==> src/rtl/rc_code_detector.sv <==
module rc_code_detector #(
  parameter int          W         = 8,
  parameter int          THRESH    = 256,
  parameter int          HOLD_BITS = 32,
  parameter int          IDLE_CYC  = 64,
  parameter logic [W-1:0] SEED     = 8'h01
) (
  input  logic         clk,
  input  logic         rst_n,
  input  logic [W-1:0] taps,
  input  logic         tx_button,
  input  logic         tx_bit_en,
  input  logic         user_tx_data,
  output logic         tx_data_out,
  input  logic         rx_bit_en,
  input  logic         rx_bit,
  output logic         code_active,
  output logic         relay_closed
);
  localparam int RUN_MAX = THRESH + HOLD_BITS;
  localparam int RW      = $clog2(RUN_MAX + 1);
  localparam int IW      = $clog2(IDLE_CYC + 1);
  localparam int FW      = $clog2(W + 1);

  logic [W-1:0]  gen, hist;
  logic [FW-1:0] fill_cnt;
  logic [RW-1:0] run;
  logic [IW-1:0] idle;
  logic          fb, pred, filled, miss, timeout, busy;

  // generator
  assign fb          = ^(gen & taps);
  assign tx_data_out = tx_button ? fb : user_tx_data;

  always_ff @(posedge clk) begin
    if (!rst_n || !tx_button) gen <= SEED;
    else if (tx_bit_en)       gen <= {gen[W-2:0], fb};
  end

  // detector
  assign pred    = ^(hist & taps);
  assign filled  = (fill_cnt == FW'(W));
  assign miss    = rx_bit_en && filled && (rx_bit != pred);
  assign busy    = (fill_cnt != '0) || (run != '0);
  assign timeout = !rx_bit_en && busy && (idle == IW'(IDLE_CYC - 1));

  always_ff @(posedge clk) begin
    if (!rst_n) begin
      hist     <= '0;
      fill_cnt <= '0;
      run      <= '0;
      idle     <= '0;
    end else if (rx_bit_en) begin
      idle <= '0;
      if (miss) begin
        fill_cnt <= '0;
        run      <= '0;
      end else begin
        hist <= {hist[W-2:0], rx_bit};
        if (!filled)                   fill_cnt <= fill_cnt + 1'b1;
        else if (run != RW'(RUN_MAX))  run      <= run + 1'b1;
      end
    end else if (timeout) begin
      fill_cnt <= '0;
      run      <= '0;
      idle     <= '0;
    end else if (busy) begin
      idle <= idle + 1'b1;
    end
  end

  assign code_active  = (run >= RW'(THRESH));
  assign relay_closed = (run == RW'(RUN_MAX));

  p_relay_needs_code_r6: assert property (@(posedge clk) disable iff (!rst_n)
    relay_closed |-> code_active);

  p_miss_clears_r7: assert property (@(posedge clk) disable iff (!rst_n)
    (rx_bit_en && filled && rx_bit != pred) |=> (!code_active && !relay_closed));

  p_code_rise_on_bit_r5: assert property (@(posedge clk) disable iff (!rst_n)
    $rose(code_active) |-> $past(rx_bit_en));

  p_relay_rise_on_bit_r6: assert property (@(posedge clk) disable iff (!rst_n)
    $rose(relay_closed) |-> $past(rx_bit_en));

  p_short_gap_holds_r8: assert property (@(posedge clk) disable iff (!rst_n)
    (!rx_bit_en && idle < IW'(IDLE_CYC - 1)) |=> $stable(run));

  p_seed_on_press_r1: assert property (@(posedge clk) disable iff (!rst_n)
    $rose(tx_button) |-> (gen == SEED));

endmodule

==> config.mk <==
export PLATFORM = sky130hd
export DESIGN_NAME = rc_code_detector
export DESIGN_NICKNAME = d
export VERILOG_FILES = /design/src/rtl/rc_code_detector.sv
export SDC_FILE = /design/constraint.sdc
export NUM_CORES = 1
export LEC_CHECK = 0
export ABC_AREA = 1
export ABC_CLOCK_PERIOD_IN_PS = 2100
export BUFFER_PORTS_ARGS = -buffer_cell sky130_fd_sc_hd__clkbuf_2
export CORE_UTILIZATION = 59
export CTS_BUF_LIST = sky130_fd_sc_hd__clkbuf_16
export CTS_CLUSTER_DIAMETER = 50
export DETAILED_ROUTE_END_ITERATION = 7
export GPL_TIMING_DRIVEN = 0
export HOLD_SLACK_MARGIN = 0.06
export PLACE_DENSITY = 0.79
export SYNTH_ARGS = -nofsm -noshare
export SYNTH_HDL_FRONTEND = slang
export SYNTH_SLANG_ARGS = --single-unit
==> constraint.sdc <==
create_clock -name clk -period 2.1 [get_ports clk]
set_clock_uncertainty 0.2 [all_clocks]
set_input_delay 0.21 -clock clk [delete_from_list [all_inputs] [get_ports clk]]
set_output_delay 0.21 -clock clk [all_outputs]
set_load 0.005 [all_outputs]
==> results.py, run 1 <==
metrics = {
    "power": {
        "clkPwrFrac": 0.441,
        "powerDensity_nw_per_um2": 621,
        "switching_share": 0.238,
        "p_total_uw": 1550,
        "seqPwrFrac": 0.454,
        "power.switching_uw": 370,
        "cellInternalPower_uw": 1180,
        "leakagePower_uw": 0.00114,
        "combPwrFrac": 0.105,
        "peakVddDrop_v": 0.000508,
    },
    "critical_path": {
        "timing.critical_path.arrival_ns": 1.62,
        "critical_path.endpoint_type": "primary output",
        "crit_required_ns": 1.69,
        "crit_type": "reg -> out",
        "cp_max_fo": 3,
        "cpPeakStageDelay_ns": 0.34,
        "crit_chain": "nand2_1 -> xnor2_1 -> xnor2_2 -> xnor2_1 -> mux2_2 -> clkbuf_2",
        "slowest_stage": "dfxtp_1",
        "critPathMostFrequentCell": "xnor2_1",
        "cp-start-kind": "register",
        "reg2reg_depth": 9,
    },
    "synth": {
        "yosysWarnings": 0,
        "yosysSeqAreaShare": 0.336,
        "synth-seq-cells": 36,
        "ys.flop_type": "dfxtp_1",
        "synth_fp_nets": 341,
        "synth-edff-count": 0,
        "synth_cells": 321,
        "synth.distinct_cells": 35,
        "synth_area_um2": 2140,
        "syn_area_per_cell_um2": 6.68,
        "async_reset_ff_frac": 0,
    },
    "timing": {
        "finalCriticalPeriod_ns": 2.03,
        "finalSetupViolCount": 0,
        "fin_ws_ns": 0.0666,
        "max_slew_margin": 0.698,
        "finalHoldViolCount": 0,
        "timing.final.crit_share": 0.968,
        "tightest_slew_ns": 0.453,
        "max_freq_ghz": 0.492,
        "drv_slew": 0,
    },
    "final_layout": {
        "final_common_cell": "nand2_1",
        "num_antenna_cells": 0,
        "mostFrequentLayoutCells": "nand2_1, nand3_1, dfxtp_1, inv_1, a21oi_1",
        "design_area_um2": 2490,
        "drive_above_1_share": 0.170,
        "final_nets": 367,
        "areaGrowthSynthToFinish_pct": 16.3,
        "fin_cells": 393,
    },
    "clocking": {
        "clockRootBuffer": "clkbuf_16",
        "clk-insertion-delay-late_ns": 0.28,
        "cts_sinks": 36,
        "htreeDepth": 2,
        "numCtsBuffers": 5,
        "clk_pin_slew_ns": 0.05,
        "cts_buffer_depth": 2,
        "cts_tree": "done",
    },
    "routing": {
        "drt_iter0_drc": 127,
        "route.detailed.drc": 0,
        "drt_wl_total_um": 4480,
        "dr.pass1.iters": 4,
        "post_drt_wl_per_cell_um": 11.4,
        "vias": 2020,
        "ant_nets": 0,
        "via_per_inst": 5.14,
    },
    "grt": {
        "overflow": 0,
        "grt_start_max_net_pins": 11,
        "track_usage": 0.246,
        "grt_pass1_vias": 1819,
        "antenna_found_initial": 0,
        "grt_first_pass_wirelength_um": 7580,
    },
    "floorplan": {
        "die-width_um": 62.3,
        "coreArea_um2": 3420,
        "initial_core_util": 0.628,
        "rows": 21,
        "dieArea_um2": 3880,
        "die_h_um": 62.3,
        "ios": 18,
    },
    "job": {
        "drv_cap": 0,
    },
    "placed_design": {
        "hpwl_um": 3150,
        "place_area_um2": 2280,
        "place_ws_ns": 0.146,
        "gp_congestion": 0.839,
        "dp_cells": 382,
        "port_buffers": 15,
    },
    "min_path": {
        "hold_depth": 3,
        "min_path_type": "in -> reg",
    },
    "outcome": {
        "status": "finished, final reports clean",
    },
}
[power by group through the flow]
stage / registers [uW] / clock network [uW] / logic (uW)
after floorplan: 716 / 0 / 109
after global placement: 718 / 0 / 149
after CTS: 704 / 698 / 154
final: 704 / 684 / 162
after global routing: 705 / 727 / 183
after detailed placement: 719 / 0 / 151
[synthesized netlist by cell type, types with 5 or more instances]
master | number | area share
nand2_1 | 104 | 0.18
nand3_1 | 37 | 0.086
dfxtp_1 | 36 | 0.34
inv_1 | 34 | 0.060
a21oi_1 | 21 | 0.049
nor2_1 | 14 | 0.025
nand4_1 | 9 | 0.026
nand2_2 | 8 | 0.023
xnor2_1 | 7 | 0.029
xor2_1 | 6 | 0.025
ha_1 | 5 | 0.029
inv_2 | 5 | 0.0088
o21ai_0 | 5 | 0.012
[worst max-delay path: cells and delay by family (launching register included)]
kind / cells / cell delay [ns]
buffers and inverters: 1 / 0.11
multiplexers: 1 / 0.28
flip-flops: 1 / 0.34
XOR/XNOR: 3 / 0.54
AND/OR/NAND/NOR: 1 / 0.07
[path summary, 6_finish.rpt]
check / startpoint / endpoint / slack (ns)
setup reg to reg: run[0] / run[2] / 0.12
hold / removal: tx_bit_en / gen[0] / 0.1
hold reg to reg: idle[6] / idle[6] / 0.26
setup / recovery: gen[6] / tx_data_out / 0.07
[area by class of cell]
type | count | area [um^2]
multi-input cells | 237 | 1260
fillers | 279 | 921
flip-flops and latches | 36 | 722
inverters | 41 | 155
clock buffers | 5 | 125
repair buffers | 19 | 113
well taps | 46 | 57.6
plain buffers | 7 | 55.1
clock inverters | 2 | 7.51
[registers in the layout, indices dropped and copies added, names as in the netlist]
register  cells
run           9
gen           8
hist          8
idle          7
fill_cnt      4
[layer usage]
| metal | wire, um | global-route usage |
|---|---|---|
| met1 | 2190 | 0.308 |
| met2 | 1980 | 0.387 |
| met3 | 200 | 0.0699 |
| met4 | 106 | 0.122 |
| met5 | 0 | 0 |
[stage by stage]
stage               hold WS [ns]   util  TNS (ns)
finish                    0.0978  0.730         0
global route               0.112  0.730    -0.314
CTS                       0.0943  0.708         0
detailed placement         0.244  0.667         0
global placement           0.239  0.667         0
floorplan                  0.174      -         0
[repair_timing]
| item | CTS | global route |
|---|---|---|
| gates resized for setup | 0 | 11 |
| buffers inserted | 0 | 4 |
| hold buffers | 1 | 0 |
| setup endpoints to repair | 0 | 11 |
| hold endpoints to repair | 1 | 0 |
[cell families (layout without fill, tap and decap cells)]
family / after synthesis / count (layout) / share of synthesized area
mux: 1 / 1 / 0.00525
xor+xnor: 13 / 13 / 0.0531
buf+inv: 48 / 74 / 0.0980
simple gates: 189 / 189 / 0.409
flops: 36 / 36 / 0.336
fa+ha+maj: 5 / 5 / 0.0292
compound gates: 29 / 29 / 0.0694
Note: power is estimated with default switching activity, not from simulation.
==> run 2: changes to the inputs <==
--- a/config.mk
+++ b/config.mk
@@ -15,6 +15,7 @@
 export GPL_TIMING_DRIVEN = 0
 export HOLD_SLACK_MARGIN = 0.06
 export PLACE_DENSITY = 0.79
+export RECOVER_POWER = 50
 export SYNTH_ARGS = -nofsm -noshare
 export SYNTH_HDL_FRONTEND = slang
 export SYNTH_SLANG_ARGS = --single-unit
==> results.py, run 2 (synthesized netlist as in run 1, its figures left out) <==
metrics = {
    "final_layout": {
        "drive_above_1_share": 0.167,
        "mostFrequentLayoutCells": "nand2_1, nand3_1, dfxtp_1, inv_1, a21oi_1",
        "top_regs": "run: 9 flops, gen: 8 flops, hist: 8 flops",
        "final_nets": 367,
        "max_flop_register": "run",
        "seqCellArea_um2": 722,
        "multi_input_area_um2": 1260,
        "final_common_cell": "nand2_1",
        "areaGrowthSynthToFinish_pct": 16.3,
        "largest_register_ffs": 9,
        "num_antenna_cells": 0,
        "fillers": 280,
    },
    "critical_path": {
        "crit_type": "reg -> out",
        "critical_path.endpoint_type": "primary output",
        "crit_required_ns": 1.69,
        "timing.critical_path.arrival_ns": 1.62,
        "cp_max_fo": 3,
        "cp-start-kind": "register",
    },
    "timing": {
        "finalSetupViolCount": 0,
        "max_slew_margin": 0.697,
        "finalHoldViolCount": 0,
        "fin_ws_ns": 0.0665,
        "tightest_slew_ns": 0.455,
        "max_freq_ghz": 0.492,
        "drv_slew": 0,
        "finalCriticalPeriod_ns": 2.03,
        "whs_ns": 0.0979,
        "timing.final.crit_share": 0.968,
    },
    "placed_design": {
        "gp_congestion": 0.839,
        "place_ws_ns": 0.146,
        "port_buffers": 15,
        "hpwl_um": 3150,
    },
    "min_path": {
        "min_path_type": "in -> reg",
    },
    "clocking": {
        "clk_pin_slew_ns": 0.05,
        "numCtsBuffers": 5,
        "cts_sinks": 36,
        "clk-insertion-delay-late_ns": 0.28,
        "cts_buffer_depth": 2,
        "clockRootBuffer": "clkbuf_16",
        "htreeDepth": 2,
        "cts_tree": "done",
    },
    "routing": {
        "vias": 2020,
        "drt_iter0_drc": 127,
        "drt_wl_total_um": 4480,
        "dr.pass1.iters": 4,
        "ant_nets": 0,
        "post_drt_wl_per_cell_um": 11.4,
        "via_per_inst": 5.14,
        "route.detailed.drc": 0,
    },
    "grt": {
        "antenna_found_initial": 0,
        "grt_start_max_net_pins": 11,
        "grt_first_pass_wirelength_um": 7580,
        "grt_pass1_vias": 1819,
        "track_usage": 0.246,
        "overflow": 0,
    },
    "power": {
        "cellInternalPower_uw": 1180,
        "powerDensity_nw_per_um2": 621,
        "leakagePower_uw": 0.00114,
        "peakVddDrop_v": 0.000508,
        "combPwrFrac": 0.105,
        "clkPwrFrac": 0.441,
        "power.switching_uw": 370,
        "switching_share": 0.239,
        "seqPwrFrac": 0.454,
    },
    "floorplan": {
        "die-width_um": 62.3,
        "initial_core_util": 0.628,
        "coreArea_um2": 3420,
        "die_h_um": 62.3,
        "dieArea_um2": 3880,
        "ios": 18,
        "rows": 21,
    },
    "job": {
        "drv_cap": 0,
    },
    "outcome": {
        "status": "finished, final reports clean",
    },
}
==> run 2: cell counts in the layout (fill, tap and decap cells not counted) <==
No cell type changed its count.
==> run 2: repair_timing <==
| action | in CTS | in global routing |
|---|---|---|
| hold endpoints to repair | 1 | 0 |
| hold buffers | 1 | 0 |
| setup endpoints to repair | 0 | 11 |
| setup buffers | 0 | 4 |
| resized for setup | 0 | 11 |
==> run 2: through the flow <==
| step | std cells | util | TNS, ns | instance area, um^2 | total power (uW) |
|---|---|---|---|---|---|
| finish | 393 | 0.730 | 0 | 2490 | 1550 |
| global route | 393 | 0.730 | -0.322 | 2490 | 1610 |
| CTS | 390 | 0.708 | 0 | 2420 | 1560 |
| detailed placement | 382 | 0.667 | 0 | 2280 | 869 |
| global placement | 382 | 0.667 | 0 | 2280 | 867 |
| floorplan | 321 | - | 0 | 2140 | 825 |
==> run 2: power by group through the flow <==
stage	sequential (uW)	combinational, uW	clock (uW)
6_report	704	162	684
5_1_grt	705	182	727
4_1_cts	704	154	698
3_5_place_dp	719	151	0
3_3_place_gp	718	149	0
2_1_floorplan	716	109	0
==> run 2: layout make-up <==
class                      count  area share
clock buffer                   5      0.0502
inverter                      41      0.0622
clock inverter                 2     0.00301
timing repair buffer          19      0.0447
tap                           46      0.0231
sequential                    36       0.290
buffer                         7      0.0221
multi-input combinational    237       0.505
==> run 2: worst max-delay path, stage by stage (launching register included) <==
cell and delay (ns):
dfxtp_1 0.34, nand2_1 0.07, xnor2_1 0.26, xnor2_2 0.13
xnor2_1 0.15, mux2_2 0.28, clkbuf_2 0.11
==> run 2: per-layer routing <==
metal	routed length, um	track usage	up-vias
met3	220	0.0699	11
met5	0	0	-
met4	106	0.122	0
met1	2170	0.308	898
li1	-	-	1078
met2	1980	0.387	33
==> run 2: final timing paths <==
path / start / slack, ns / to / cells after the start
worst max-delay path: gen[6] / 0.07 / tx_data_out / 6
worst min-delay path: tx_bit_en / 0.1 / gen[0] / 3
worst max register to register: run[0] / 0.12 / run[2] / 9
worst min register to register: idle[6] / 0.26 / idle[6] / 2
==> run 3: changes to the inputs <==
--- a/config.mk
+++ b/config.mk
@@ -5,16 +5,15 @@
 export SDC_FILE = /design/constraint.sdc
 export NUM_CORES = 1
 export LEC_CHECK = 0
-export ABC_AREA = 1
 export ABC_CLOCK_PERIOD_IN_PS = 2100
 export BUFFER_PORTS_ARGS = -buffer_cell sky130_fd_sc_hd__clkbuf_2
-export CORE_UTILIZATION = 59
+export CORE_UTILIZATION = 58
 export CTS_BUF_LIST = sky130_fd_sc_hd__clkbuf_16
 export CTS_CLUSTER_DIAMETER = 50
 export DETAILED_ROUTE_END_ITERATION = 7
 export GPL_TIMING_DRIVEN = 0
 export HOLD_SLACK_MARGIN = 0.06
-export PLACE_DENSITY = 0.79
+export PLACE_DENSITY = 0.78
 export RECOVER_POWER = 50
 export SYNTH_ARGS = -nofsm -noshare
 export SYNTH_HDL_FRONTEND = slang
==> results.py, run 3 <==
metrics = {
    "outcome": {
        "status": "finished, violations left",
        "violations": "negative setup slack",
    },
    "final_layout": {
        "areaGrowthSynthToFinish_pct": 35.3,
        "drive_above_1_share": 0.306,
        "final_nets": 274,
        "final_common_cell": "dfxtp_1",
        "num_antenna_cells": 0,
        "design_area_um2": 2520,
        "largest_register_ffs": 9,
        "mostFrequentLayoutCells": "dfxtp_1, nand2_1, nor2_1, mux2i_1, nand3_1",
        "top_regs": "run: 9 flops, gen: 8 flops, hist: 8 flops",
        "max_flop_register": "run",
    },
    "synth": {
        "synth_cells": 216,
        "synth_top_area_frac": 0.386,
        "yosysSeqAreaShare": 0.386,
        "ys_top_cells_by_count": "dfxtp_1, nand2_1, nor2_1",
        "synth_most_common_cell": "dfxtp_1",
        "synth_top_area_cell": "dfxtp_1",
        "yosysWarnings": 0,
        "synth_area_um2": 1870,
        "synth.distinct_cells": 38,
        "synth-edff-count": 0,
        "async_reset_ff_frac": 0,
        "syn_area_per_cell_um2": 8.64,
        "synth_fp_nets": 236,
        "synth-seq-cells": 36,
        "ys.flop_type": "dfxtp_1",
        "synth_area_leaders": "dfxtp_1, mux2i_1, nand2_1",
    },
    "clocking": {
        "cts_sinks": 36,
        "numCtsBuffers": 5,
        "clk_pin_slew_ns": 0.06,
        "cts_tree": "done",
        "htreeDepth": 2,
        "clockRootBuffer": "clkbuf_16",
        "cts_buffer_depth": 2,
        "clk-insertion-delay-late_ns": 0.28,
    },
    "routing": {
        "drt_iter0_drc": 117,
        "vias": 1657,
        "drt_wl_total_um": 4370,
        "route.detailed.drc": 0,
        "dr.pass1.iters": 4,
        "post_drt_wl_per_cell_um": 14.6,
        "via_per_inst": 5.54,
        "ant_nets": 0,
    },
    "floorplan": {
        "dieArea_um2": 3450,
        "initial_core_util": 0.611,
        "die_h_um": 58.7,
        "rows": 20,
        "coreArea_um2": 3050,
        "ios": 18,
        "die-width_um": 58.7,
    },
    "critical_path": {
        "slowest_stage": "dfxtp_4",
        "cp-start-kind": "register",
        "crit_type": "reg -> reg",
        "timing.critical_path.arrival_ns": 2.37,
        "worst-path-buf-inv": 1,
        "crit_required_ns": 2.06,
        "startpoint": "run[0]",
        "cp_max_fo": 8,
        "r2r-start": "run[0]",
        "crit_chain": "inv_2 -> ha_4 -> or4b_4 -> nand4bb_4 -> nand3_2 -> o31a_1 -> a311o_2 -> and2_4 -> a211o_1",
        "critical_path.endpoint_type": "register",
        "cpPeakStageDelay_ns": 0.35,
        "cpLargestDelayFamily": "compound AO/OA/AOI/OAI gates",
    },
    "grt": {
        "grt_first_pass_wirelength_um": 6550,
        "use_met3": 0.0637,
        "grt_pass1_vias": 1463,
        "grt_util_met1": 0.334,
        "grt.busiest_layer": "met2",
        "antenna_found_initial": 0,
        "grt_start_max_net_pins": 13,
        "overflow": 0,
        "track_usage": 0.255,
        "use_met2": 0.411,
    },
    "timing": {
        "rsz0062_at_grt": "yes",
        "max_slew_margin": 0.604,
        "tightest_slew_ns": 0.594,
        "finalHoldViolCount": 0,
        "timing.final.crit_share": 1.15,
        "finalSetupViolCount": 28,
        "drv_slew": 0,
        "finalCriticalPeriod_ns": 2.41,
        "fin_ws_ns": -0.307,
        "max_freq_ghz": 0.415,
    },
    "placed_design": {
        "place_area_um2": 2030,
        "gp_congestion": 0.855,
        "port_buffers": 14,
        "hpwl_um": 2650,
        "place_ws_ns": -0.573,
    },
    "job": {
        "drv_cap": 0,
    },
    "power": {
        "p_total_uw": 1820,
        "peakVddDrop_v": 0.000626,
        "powerDensity_nw_per_um2": 720,
        "leakagePower_uw": 0.00100,
    },
    "min_path": {
        "worstHoldStart": "tx_bit_en",
        "min_path_type": "in -> reg",
    },
}
==> run 3: cell count changes after synthesis, sizes merged, moves of 4 or more <==
cell,change
nand2,-84
inv,-33
nand3,-22
a21oi,-17
mux2i,+16
nor2b,+9
nand4,-7
a211o,+5
clkbuf,+5
nor2,+5
xnor2,+4
==> run 3: repair_timing <==
| item | 4_1_cts | 5_1_grt |
|---|---|---|
| hold buffers | 2 | 0 |
| setup buffers | 11 | 8 |
| pin swaps | 21 | 22 |
| endpoints found under the hold margin | 2 | 0 |
| setup endpoints to repair | 29 | 29 |
| gates cloned | 0 | 1 |
| resized for setup | 19 | 29 |
==> run 3: kinds of logic (layout without fill, tap and decap cells) <==
kind of cell | Yosys count | count (layout) | share of synthesized area
and+or+nand+nor | 97 | 97 | 0.257
DFF | 36 | 36 | 0.386
AOI/OAI and AO/OA | 27 | 27 | 0.102
xor gates and xnor gates | 19 | 19 | 0.0966
muxes | 16 | 16 | 0.0858
buffers and inverters | 16 | 55 | 0.0389
adders and majority gates | 5 | 5 | 0.0335
==> run 3: layout make-up <==
cell class                 instances  area [um^2]
clock inverter                     3         42.5
inverter                           6         22.5
multi-input combinational        164         1270
fill                             191          529
clock buffer                       5          125
timing repair buffer              34          246
sequential                        36          731
tap                               44         55.1
buffer                             7         33.8
==> run 3: worst min-delay path, delay by kind of cell <==
| family | cells | cell delay (ns) |
|---|---|---|
| and+or+nand+nor | 1 | 0.07 |
| muxes | 1 | 0.19 |
| buffers and inverters | 1 | 0.25 |
==> run 3: layer usage <==
layer	vias to the layer above	share of wire
met4	0	0.015
met2	44	0.48
li1	821	-
met3	8	0.049
met1	784	0.46
met5	-	0
==> run 3: per-stage QoR <==
step	hold WS [ns]	utilization	std cells	setup TNS, ns
finish	0.277	0.827	299	-5.48
CTS	0.260	0.772	294	-6.63
global route	0.299	0.827	299	-7.31
global placement	0.213	0.665	274	-6.79
floorplan	0.0818	-	216	-2.55
detailed placement	0.226	0.665	274	-7.28
==> run 3: final timing paths <==
kind                            endpoint  slack [ns]  depth (start not counted)
worst max-delay path              run[3]       -0.31                          9
worst min-delay path              gen[2]        0.28                          3
worst max register to register    run[3]       -0.31                          9
worst min register to register    gen[7]        0.30                          2
==> run 3: power by group <==
group / internal [uW] / switching, uW / total (uW)
combinational: 132 / 130 / 262
clock: 557 / 290 / 847
sequential: 697 / 9.96 / 707
total: 1390 / 429 / 1820
